`src/rtl/spi_regxact_pkg.sv`:
```
// Package: shared types and constants for the SPI register transaction master.
// Assumes: the header is always four bytes and the length field is six bits wide.
package spi_regxact_pkg;

    localparam int HDR_BYTES   = 4;
    localparam int LEN_FIELD_W = 6;

    typedef enum logic [2:0] {
        ST_IDLE,
        ST_LEAD,
        ST_HDR,
        ST_POLL,
        ST_DATA,
        ST_GAP
    } xact_state_e;

    typedef enum logic [1:0] {
        XERR_NONE = 2'b00,
        XERR_LEN  = 2'b01,
        XERR_POLL = 2'b10
    } xact_err_e;

endpackage

```
`src/rtl/spi_halfbit_timer.sv`:
```
// Module: produces a one-cycle tick every (div+1) clock cycles while enabled.
// Assumes: the count restarts from zero whenever en is low, so the first tick
// after enabling comes a full half period later.
module spi_halfbit_timer #(
    parameter int DIV_W = 8
) (
    input  logic             clk,
    input  logic             rst_n,
    input  logic             en,
    input  logic [DIV_W-1:0] div,
    output logic             tick
);

    logic [DIV_W-1:0] cnt;

    // Tick when the count reaches the programmed half period.
    assign tick = en && (cnt == div);

    // Count cycles within the current half period.
    always_ff @(posedge clk) begin
        if (!rst_n || !en) begin
            cnt <= '0;
        end else if (cnt == div) begin
            cnt <= '0;
        end else begin
            cnt <= cnt + 1'b1;
        end
    end

    // with a divider above zero, two ticks never come back to back.
    a_r9_tick_spacing: assert property (@(posedge clk) disable iff (!rst_n)
        (en && $past(en) && $past(tick) && (div != '0)) |-> !tick);

endmodule

```
`src/rtl/spi_byte_shifter.sv`:
```
// Module: moves one byte in SPI mode 0, MSB first. The peripheral samples on the
// rising SCLK edge and data changes on the falling edge.
// Assumes: start is ignored while a byte is in flight; the byte ends on the
// falling edge after the eighth rise, when byte_done pulses with rx_byte valid.
module spi_byte_shifter (
    input  logic       clk,
    input  logic       rst_n,
    input  logic       start,
    input  logic [7:0] tx_byte,
    input  logic       tick,
    input  logic       miso,
    output logic       sclk,
    output logic       mosi,
    output logic [7:0] rx_byte,
    output logic       byte_done,
    output logic       active
);

    logic [7:0] tx_sh;
    logic [2:0] bit_cnt;

    // Load a byte, then alternate rising and falling SCLK phases on each tick.
    always_ff @(posedge clk) begin
        if (!rst_n) begin
            active    <= 1'b0;
            sclk      <= 1'b0;
            mosi      <= 1'b0;
            tx_sh     <= '0;
            rx_byte   <= '0;
            bit_cnt   <= '0;
            byte_done <= 1'b0;
        end else begin
            byte_done <= 1'b0;
            if (start && !active) begin
                active  <= 1'b1;
                tx_sh   <= tx_byte;
                mosi    <= tx_byte[7];
                sclk    <= 1'b0;
                bit_cnt <= '0;
            end else if (active && tick) begin
                if (!sclk) begin
                    sclk    <= 1'b1;
                    rx_byte <= {rx_byte[6:0], miso};
                end else begin
                    sclk <= 1'b0;
                    if (bit_cnt == 3'd7) begin
                        active    <= 1'b0;
                        byte_done <= 1'b1;
                    end else begin
                        bit_cnt <= bit_cnt + 1'b1;
                        tx_sh   <= {tx_sh[6:0], 1'b0};
                        mosi    <= tx_sh[6];
                    end
                end
            end
        end
    end

    // SCLK only changes level on a timer tick.
    a_r9_sclk_on_tick: assert property (@(posedge clk) disable iff (!rst_n)
        !$stable(sclk) |-> $past(tick));

    // a byte ends with SCLK back low, right after a high phase.
    a_r9_done_after_fall: assert property (@(posedge clk) disable iff (!rst_n)
        byte_done |-> (!sclk && $past(sclk)));

endmodule

```
`src/rtl/spi_regxact_master.sv`:
```
// Module: runs one register read or write over SPI as master: a four-byte header,
// byte-wise flow-control polling, then up to MAX_BYTES of payload.
// Assumes: cfg_div and cfg_poll_limit are changed only while req_ready is high;
// wr_data holds the current write byte until wr_take pulses.
module spi_regxact_master
    import spi_regxact_pkg::*;
#(
    parameter int DIV_W     = 8,
    parameter int POLL_W    = 16,
    parameter int MAX_BYTES = 64,
    parameter int GAP_SCLKS = 2,
    localparam int LEN_W    = $clog2(MAX_BYTES + 1)
) (
    input  logic              clk,
    input  logic              rst_n,
    input  logic [DIV_W-1:0]  cfg_div,
    input  logic [POLL_W-1:0] cfg_poll_limit,
    input  logic              req_valid,
    output logic              req_ready,
    input  logic              req_read,
    input  logic [LEN_W-1:0]  req_len,
    input  logic [23:0]       req_addr,
    input  logic [7:0]        wr_data,
    output logic              wr_take,
    output logic [7:0]        rd_data,
    output logic              rd_valid,
    output logic              busy,
    output logic              done,
    output logic [1:0]        err_code,
    output logic              spi_cs_n,
    output logic              spi_sclk,
    output logic              spi_mosi,
    input  logic              spi_miso
);

    localparam int GAP_TICKS = 2 * GAP_SCLKS;
    localparam int GAP_CNT_W = $clog2(GAP_TICKS + 1);

    xact_state_e          state;
    logic                 cur_read;
    logic [LEN_W-1:0]     cur_len;
    logic [23:0]          cur_addr;
    logic [LEN_W-1:0]     idx;
    logic [POLL_W-1:0]    stall_cnt;
    logic [GAP_CNT_W-1:0] gap_cnt;
    logic                 cs_n_q;

    logic                 tick;
    logic                 timer_en;
    logic                 sh_start;
    logic [7:0]           sh_tx;
    logic                 sh_done;
    logic                 sh_active;
    logic                 sh_sclk;
    logic                 sh_mosi;
    logic [7:0]           sh_rx;
    logic                 pay_start;

    logic                 len_ok;
    logic [LEN_FIELD_W-1:0] len_field;
    logic [1:0]           hdr_sel;
    logic [7:0]           hdr_byte;
    logic                 stall_hit;
    logic                 last_payload;

    // Half-period timer runs during the lead-in, each byte and the CS-high gap.
    assign timer_en = sh_active || (state == ST_LEAD) || (state == ST_GAP);

    spi_halfbit_timer #(.DIV_W(DIV_W)) u_timer (
        .clk   (clk),
        .rst_n (rst_n),
        .en    (timer_en),
        .div   (cfg_div),
        .tick  (tick)
    );

    spi_byte_shifter u_shift (
        .clk       (clk),
        .rst_n     (rst_n),
        .start     (sh_start),
        .tx_byte   (sh_tx),
        .tick      (tick),
        .miso      (spi_miso),
        .sclk      (sh_sclk),
        .mosi      (sh_mosi),
        .rx_byte   (sh_rx),
        .byte_done (sh_done),
        .active    (sh_active)
    );

    // Request length must be inside 1..MAX_BYTES.
    assign len_ok = (req_len != '0) && (req_len <= LEN_W'(MAX_BYTES));

    // Length field of the header is the byte count minus one.
    assign len_field = LEN_FIELD_W'(cur_len - LEN_W'(1));

    // Header byte index to launch next: byte 0 from lead-in, idx+1 after each header byte.
    assign hdr_sel = (state == ST_HDR) ? (idx[1:0] + 2'd1) : 2'd0;

    // Poll limit reached when this stall would be the N-th in a row.
    assign stall_hit = (cfg_poll_limit != '0) &&
                       (({1'b0, stall_cnt} + (POLL_W+1)'(1)) == {1'b0, cfg_poll_limit});

    // Current payload byte is the final one.
    assign last_payload = (idx == (cur_len - LEN_W'(1)));

    // Select the header byte content for the chosen position.
    always_comb begin
        case (hdr_sel)
            2'd0:    hdr_byte = {cur_read, 1'b1, len_field};
            2'd1:    hdr_byte = cur_addr[23:16];
            2'd2:    hdr_byte = cur_addr[15:8];
            default: hdr_byte = cur_addr[7:0];
        endcase
    end

    // Decide when to launch the next byte on the wire and what it carries.
    always_comb begin
        sh_start  = 1'b0;
        sh_tx     = 8'h00;
        pay_start = 1'b0;
        case (state)
            ST_LEAD: begin
                if (tick) begin
                    sh_start = 1'b1;
                    sh_tx    = hdr_byte;
                end
            end
            ST_HDR: begin
                if (sh_done) begin
                    sh_start = 1'b1;
                    sh_tx    = (idx == LEN_W'(HDR_BYTES - 1)) ? 8'h00 : hdr_byte;
                end
            end
            ST_POLL: begin
                if (sh_done) begin
                    if (sh_rx[0]) begin
                        sh_start  = 1'b1;
                        pay_start = 1'b1;
                        sh_tx     = cur_read ? 8'h00 : wr_data;
                    end else if (!stall_hit) begin
                        sh_start = 1'b1;
                    end
                end
            end
            ST_DATA: begin
                if (sh_done && !last_payload) begin
                    sh_start  = 1'b1;
                    pay_start = 1'b1;
                    sh_tx     = cur_read ? 8'h00 : wr_data;
                end
            end
            default: ;
        endcase
    end

    // Transaction sequencer: accept, header, poll, payload, CS-high gap.
    always_ff @(posedge clk) begin
        if (!rst_n) begin
            state     <= ST_IDLE;
            cs_n_q    <= 1'b1;
            done      <= 1'b0;
            err_code  <= XERR_NONE;
            rd_valid  <= 1'b0;
            rd_data   <= '0;
            wr_take   <= 1'b0;
            cur_read  <= 1'b0;
            cur_len   <= '0;
            cur_addr  <= '0;
            idx       <= '0;
            stall_cnt <= '0;
            gap_cnt   <= '0;
        end else begin
            done     <= 1'b0;
            rd_valid <= 1'b0;
            wr_take  <= pay_start && !cur_read;
            case (state)
                ST_IDLE: begin
                    if (req_valid) begin
                        if (!len_ok) begin
                            done     <= 1'b1;
                            err_code <= XERR_LEN;
                        end else begin
                            cur_read  <= req_read;
                            cur_len   <= req_len;
                            cur_addr  <= req_addr;
                            idx       <= '0;
                            stall_cnt <= '0;
                            err_code  <= XERR_NONE;
                            cs_n_q    <= 1'b0;
                            state     <= ST_LEAD;
                        end
                    end
                end
                ST_LEAD: begin
                    if (tick) begin
                        state <= ST_HDR;
                    end
                end
                ST_HDR: begin
                    if (sh_done) begin
                        if (idx == LEN_W'(HDR_BYTES - 1)) begin
                            idx   <= '0;
                            state <= ST_POLL;
                        end else begin
                            idx <= idx + 1'b1;
                        end
                    end
                end
                ST_POLL: begin
                    if (sh_done) begin
                        if (sh_rx[0]) begin
                            state <= ST_DATA;
                        end else if (stall_hit) begin
                            cs_n_q   <= 1'b1;
                            done     <= 1'b1;
                            err_code <= XERR_POLL;
                            gap_cnt  <= '0;
                            state    <= ST_GAP;
                        end else begin
                            stall_cnt <= stall_cnt + 1'b1;
                        end
                    end
                end
                ST_DATA: begin
                    if (sh_done) begin
                        if (cur_read) begin
                            rd_valid <= 1'b1;
                            rd_data  <= sh_rx;
                        end
                        if (last_payload) begin
                            cs_n_q  <= 1'b1;
                            done    <= 1'b1;
                            gap_cnt <= '0;
                            state   <= ST_GAP;
                        end else begin
                            idx <= idx + 1'b1;
                        end
                    end
                end
                ST_GAP: begin
                    if (tick) begin
                        if (gap_cnt == GAP_CNT_W'(GAP_TICKS - 1)) begin
                            state <= ST_IDLE;
                        end else begin
                            gap_cnt <= gap_cnt + 1'b1;
                        end
                    end
                end
                default: state <= ST_IDLE;
            endcase
        end
    end

    // Handshake and pin outputs.
    assign req_ready = (state == ST_IDLE);
    assign busy      = (state == ST_LEAD) || (state == ST_HDR) ||
                       (state == ST_POLL) || (state == ST_DATA);
    assign spi_cs_n  = cs_n_q;
    assign spi_sclk  = sh_sclk;
    assign spi_mosi  = sh_mosi;

    // chip select rises only together with the done pulse.
    a_r4_release_with_done: assert property (@(posedge clk) disable iff (!rst_n)
        $rose(spi_cs_n) |-> done);

    // SCLK is never high with chip select released.
    a_r4_no_clock_while_high: assert property (@(posedge clk) disable iff (!rst_n)
        spi_sclk |-> !spi_cs_n);

    // ready and busy are exclusive.
    a_r11_ready_not_busy: assert property (@(posedge clk) disable iff (!rst_n)
        !(req_ready && busy));

    // an accepted request either starts or finishes at once.
    a_r11_accept_moves: assert property (@(posedge clk) disable iff (!rst_n)
        (req_valid && req_ready) |=> (busy || done));

    // a refused length never lowers chip select.
    a_r3_reject_keeps_cs: assert property (@(posedge clk) disable iff (!rst_n)
        (req_valid && req_ready && !len_ok) |=> (spi_cs_n && (err_code == XERR_LEN)));

    // read bytes only stream out of a read transaction.
    a_r6_rd_only_on_read: assert property (@(posedge clk) disable iff (!rst_n)
        rd_valid |-> cur_read);

    // write bytes are only taken during a write transaction.
    a_r7_take_only_on_write: assert property (@(posedge clk) disable iff (!rst_n)
        wr_take |-> (!cur_read && !spi_cs_n));

endmodule

```
`config.mk`:
```
export PLATFORM = sky130hd
export DESIGN_NAME = spi_regxact_master
export DESIGN_NICKNAME = d
export VERILOG_FILES = /design/src/rtl/spi_regxact_pkg.sv /design/src/rtl/spi_halfbit_timer.sv /design/src/rtl/spi_byte_shifter.sv /design/src/rtl/spi_regxact_master.sv
export SDC_FILE = /design/constraint.sdc
export NUM_CORES = 1
export LEC_CHECK = 0
export BUFFER_PORTS_ARGS = -buffer_cell sky130_fd_sc_hd__buf_2
export CAP_MARGIN = 20
export CORE_MARGIN = 2
export CORE_UTILIZATION = 58
export DETAILED_ROUTE_END_ITERATION = 10
export PLACE_DENSITY = 0.77
export SLEW_MARGIN = 20
export SYNTH_ARGS = -nofsm -noshare
export SYNTH_HDL_FRONTEND = slang
export SYNTH_SLANG_ARGS = --single-unit
export TNS_END_PERCENT = 100
```
`constraint.sdc`:
```
create_clock -name clk -period 4.1 [get_ports clk]
set_input_delay 0.41 -clock clk [delete_from_list [all_inputs] [get_ports clk]]
set_output_delay 0.41 -clock clk [all_outputs]
set_load 0.02 [all_outputs]
```
==> results.md <==
- Entering global routing, the biggest net connects 47 pins.
- The async set-or-reset flop fraction in the synthesized netlist is 0%.
- The quantity of gates resized following cts is 0.
- After synthesis, the cell types taking the most area are dfxtp_1 (35%), nand2_1 (7.4%), mux2i_1 (5.3%), xnor2_1 (5.2%), a21oi_1 (4.6%).
- The critical path startpoint is stall_cnt[0].
- The latest clock arrival within the worst-skew pair is ~0.39 ns.
- The final critical delay including setup and external delays is 3.34 ns.
- The count of unresolved DRC violations after routing is 0.
- Across the run, the number of max-cap violations was 0.
- Of the available clock period, the critical path in the final layout requires about 81%.
- The CTS tree is done.
- The setup TNS is 0 ns.
- Before CTS, the worst setup slack after placement is 0.787 ns.
- The flow ran to the end, and the final reports show no timing, DRC or antenna violations.
- The total overflow left after global routing is 0.
- The routability congestion estimate is 0.920.
- The initial detailed-routing violation count is between 300 and 400.
- The type of the worst min-delay path is primary input to register.
- In the final routed layout, each cell accounts on average for 16.1 µm.
- The number of hold-repair buffers added at the cts stage is 0.
- The routed metal-1 wirelength is roughly 7000 µm.
- The clock transition time at the flip-flop clock pins of the worst setup and hold paths is roughly 0.11 ns.
- For this run, the number of Yosys warnings is 0.
- The number of antenna diodes in the final layout is 0.
- The worst setup path is captured at a register.
- The critical path's slowest cell is a21oi_2.
- The worst register-to-register path begins at stall_cnt[0].
- The setup path with the least slack is of type register to register.
- The routed design has 15600 µm of wire.
- The full die area is 11300 µm².
- The number of input and output port buffers inserted is 85.
- The number of nets in the synthesized netlist is approximately 840.
- The number of global-route vias before repair is 5515.
- The delay contributed by the slowest stage of the critical path is 0.70 ns.
- In this run the power density over the cells is around 290 nW/µm².
- Headroom to the max-slew limit came out at ~33%.
- Ranked by instance count, the synthesized netlist is headed by nand2_1 (119), dfxtp_1 (105), nor2_1 (57), a21oi_1 (56), xnor2_1 (36).
- The initial standard-cell utilization of the core is between 50% and 60%.
- The first global-routing pass estimated 26000 µm of wire.
- The cell count after synthesis came out at around 760.
- Synthesis instantiated 68 different standard cells from the library.
- The die height is 106 µm.
- The tree is rooted in a clkbuf_8.
- Data arrives at the worst endpoint at 3.63 ns.
- Once the clock tree was built, the setup fixing pass inserted 0 buffers.
- CTS built an H-tree with a depth of 3.
- Setup repair after global routing left no endpoint under its margin.
- The sequential element share of the synthesized area is 34.7%.
- Cells with a size suffix above 1 make up 17.5% of the layout.
- The total number of clock tree sinks is 105.
- The residual antenna-violating net count after detailed routing is 0.
- The final net count is 900.
- The number of hold-slack violations in the final timing report came to 0.
- In this run the mean area of a mapped cell was 7.93 µm².
- In this run the top signal layer used is met4.
- The most common cell in the synthesized netlist is nand2_1.
- Among all flip-flop cells after synthesis, the most frequent one is dfxtp_1.
- The final worst clock skew is ~0.014 ns.
- The required arrival time at the worst endpoint is 4.39 ns.
- The number of detailed-routing iterations run before antenna repair is 4.
- In this run the standard cell core region covers between 10000 and 15000 µm².
- The overall via count from detail_route is 5863.
- Across the VDD grid, the largest voltage drop is 0.231 mV.
- The leakage power figure is 2.55 nW.
- The total number of placement rows is 37.
- In the detailed route, the total length drawn on met2 is 7260 µm.
- Traced cell by cell, the critical path runs through ha_1 -> nand3_1 -> mux2i_1 -> o31a_1 -> o211ai_1 -> nor4_4 -> buf_4 -> a21oi_2 -> mux2_1.
- The number of antenna violations at the first check in global routing is 0.
- Setup violations remaining at the end of the flow were counted as 0.
- The boundary pin count is 86.
- The width of the die is between 100 and 150 µm.
- Using the TritonRoute via totals, the vias-per-cell ratio works out to 6.08.
- The largest area contributor in the synthesized netlist is dfxtp_1.
- The hold path startpoint is req_addr[16].
- The worst setup path is launched from a register.
- For the pin with the worst max-slew slack, the measured transition is ~1.0 ns.
- In the post-route analysis, the smallest setup slack over all paths is 0.764 ns.
- The deepest clock path buffer count is 2.
- The number of flops mapped to enable cells by yosys is 0.
- Buffers inserted during clock tree synthesis total 9.
- The cell area after synthesis is 6050 µm².
- In the detailed route, the total length drawn on met3 is 956 µm.
- The maximum fanout along the worst path is 13.
- The area growth from synthesis to layout is 11.4%.
- The overall track demand over capacity in global routing is roughly 28%.
- Based on the critical path, the design can be clocked at up to about 300 MHz.
- The number of slew-limit violations in the final report is 0.
- After legalization and detailed placement, the total HPWL measured 11600 µm.
- The fraction of post-synthesis cell area in the top cell type by area is a little over a third.
- The synthesized design contains approximately 110 register bits.
==> final cells by class <==
type | count | area (µm²)
fill | 889 | 3490
tap | 136 | 170
clock buffer | 9 | 124
inverter | 20 | 75.1
multi-input combinational | 595 | 3700
sequential | 105 | 2100
timing repair buffer | 93 | 485
clock inverter | 7 | 82.6
==> where the power goes <==
part	switching, W	internal (W)
Combinational	0.000128	0.0000917
Sequential	0.0000189	0.00104
Clock	0.000386	0.000293
==> layout by cell type, fill, tap and decap left out, types with 4 or more instances in the layout <==
cell / instances
inv_1: 19
or3_1: 14
nand3_1: 28
xor2_1: 15
nor3_2: 5
xnor2_1: 36
or4_1: 6
o22ai_1: 17
clkbuf_8: 9
dfxtp_1: 105
nor4_1: 15
o211ai_1: 7
o21ai_0: 34
nor2_1: 56
nor3_1: 22
mux2i_1: 32
a21oi_1: 56
ha_1: 8
mux2_2: 8
o221ai_1: 4
and2_1: 7
nand2_1: 119
and3_1: 10
buf_2: 85
a211oi_1: 6
a31oi_1: 9
buf_4: 8
nand4_1: 11
or2_2: 5
==> per-layer routing <==
| layer | vias to the layer above | global-route usage (%) |
|---|---|---|
| met5 | - | 0 |
| met4 | 0 | 12.4 |
| met3 | 29 | 3.49 |
| met2 | 215 | 46.2 |
| met1 | 2738 | 37.8 |
| li1 | 2881 | - |
==> critical path: cells and delay by family (launching register included) <==
| kind | cells | cell delay [ns] |
|---|---|---|
| mux | 2 | 0.55 |
| compound gates | 3 | 1.43 |
| buf+inv | 1 | 0.20 |
| simple gates | 2 | 0.29 |
| flops | 1 | 0.46 |
| fa+ha+maj | 1 | 0.32 |
==> final timing paths <==
check | end | slack [ns] | cells past startpoint
max reg2reg | u_shift.tx_sh[2] | 0.76 | 9
min | cur_addr[16] | 0.25 | 3
min reg2reg | cur_addr[10] | 0.46 | 2
max | u_shift.tx_sh[2] | 0.76 | 9
==> cell families (layout without fill, tap and decap cells) <==
family / after synthesis / count (layout) / share of synthesized area [%]
XOR/XNOR: 52 / 52 / 7.77
AND/OR/NAND/NOR: 319 / 319 / 26.2
buffers and inverters: 63 / 129 / 4.28
adder cells (fa/ha/maj): 8 / 8 / 1.65
multiplexers: 41 / 41 / 6.97
flip-flops: 105 / 105 / 34.7
AO/OA/AOI/OAI: 175 / 175 / 18.4
==> registers in the layout (all words and copies together) (netlist names) <==
register           cells
stall_cnt             16
rd_valid               1
cur_len                7
done                   1
u_shift.sclk           1
u_shift.bit_cnt        3
idx                    7
u_shift.tx_sh          7
wr_take                1
rd_data                8
u_timer.cnt            8
u_shift.rx_byte        8
state                  3
err_code               2
gap_cnt                3
cur_addr              24
spi_cs_n               1
cur_read               1
u_shift.active         1
u_shift.byte_done      1
u_shift.mosi           1
==> metrics by stage <==
stage	utilization, %	hold WS, ns	cell area [µm²]	std cells	total power (W)
after global placement	63.8	0.445	6530	949	0.00129
final	65.9	0.247	6740	965	0.00196
after floorplan	-	0.432	6050	763	0.00122
after detailed placement	63.8	0.444	6530	949	0.00130
after CTS	65.8	0.241	6730	965	0.00196
after global routing	65.9	0.256	6740	965	0.00203
(Power assumes the default switching activity.)
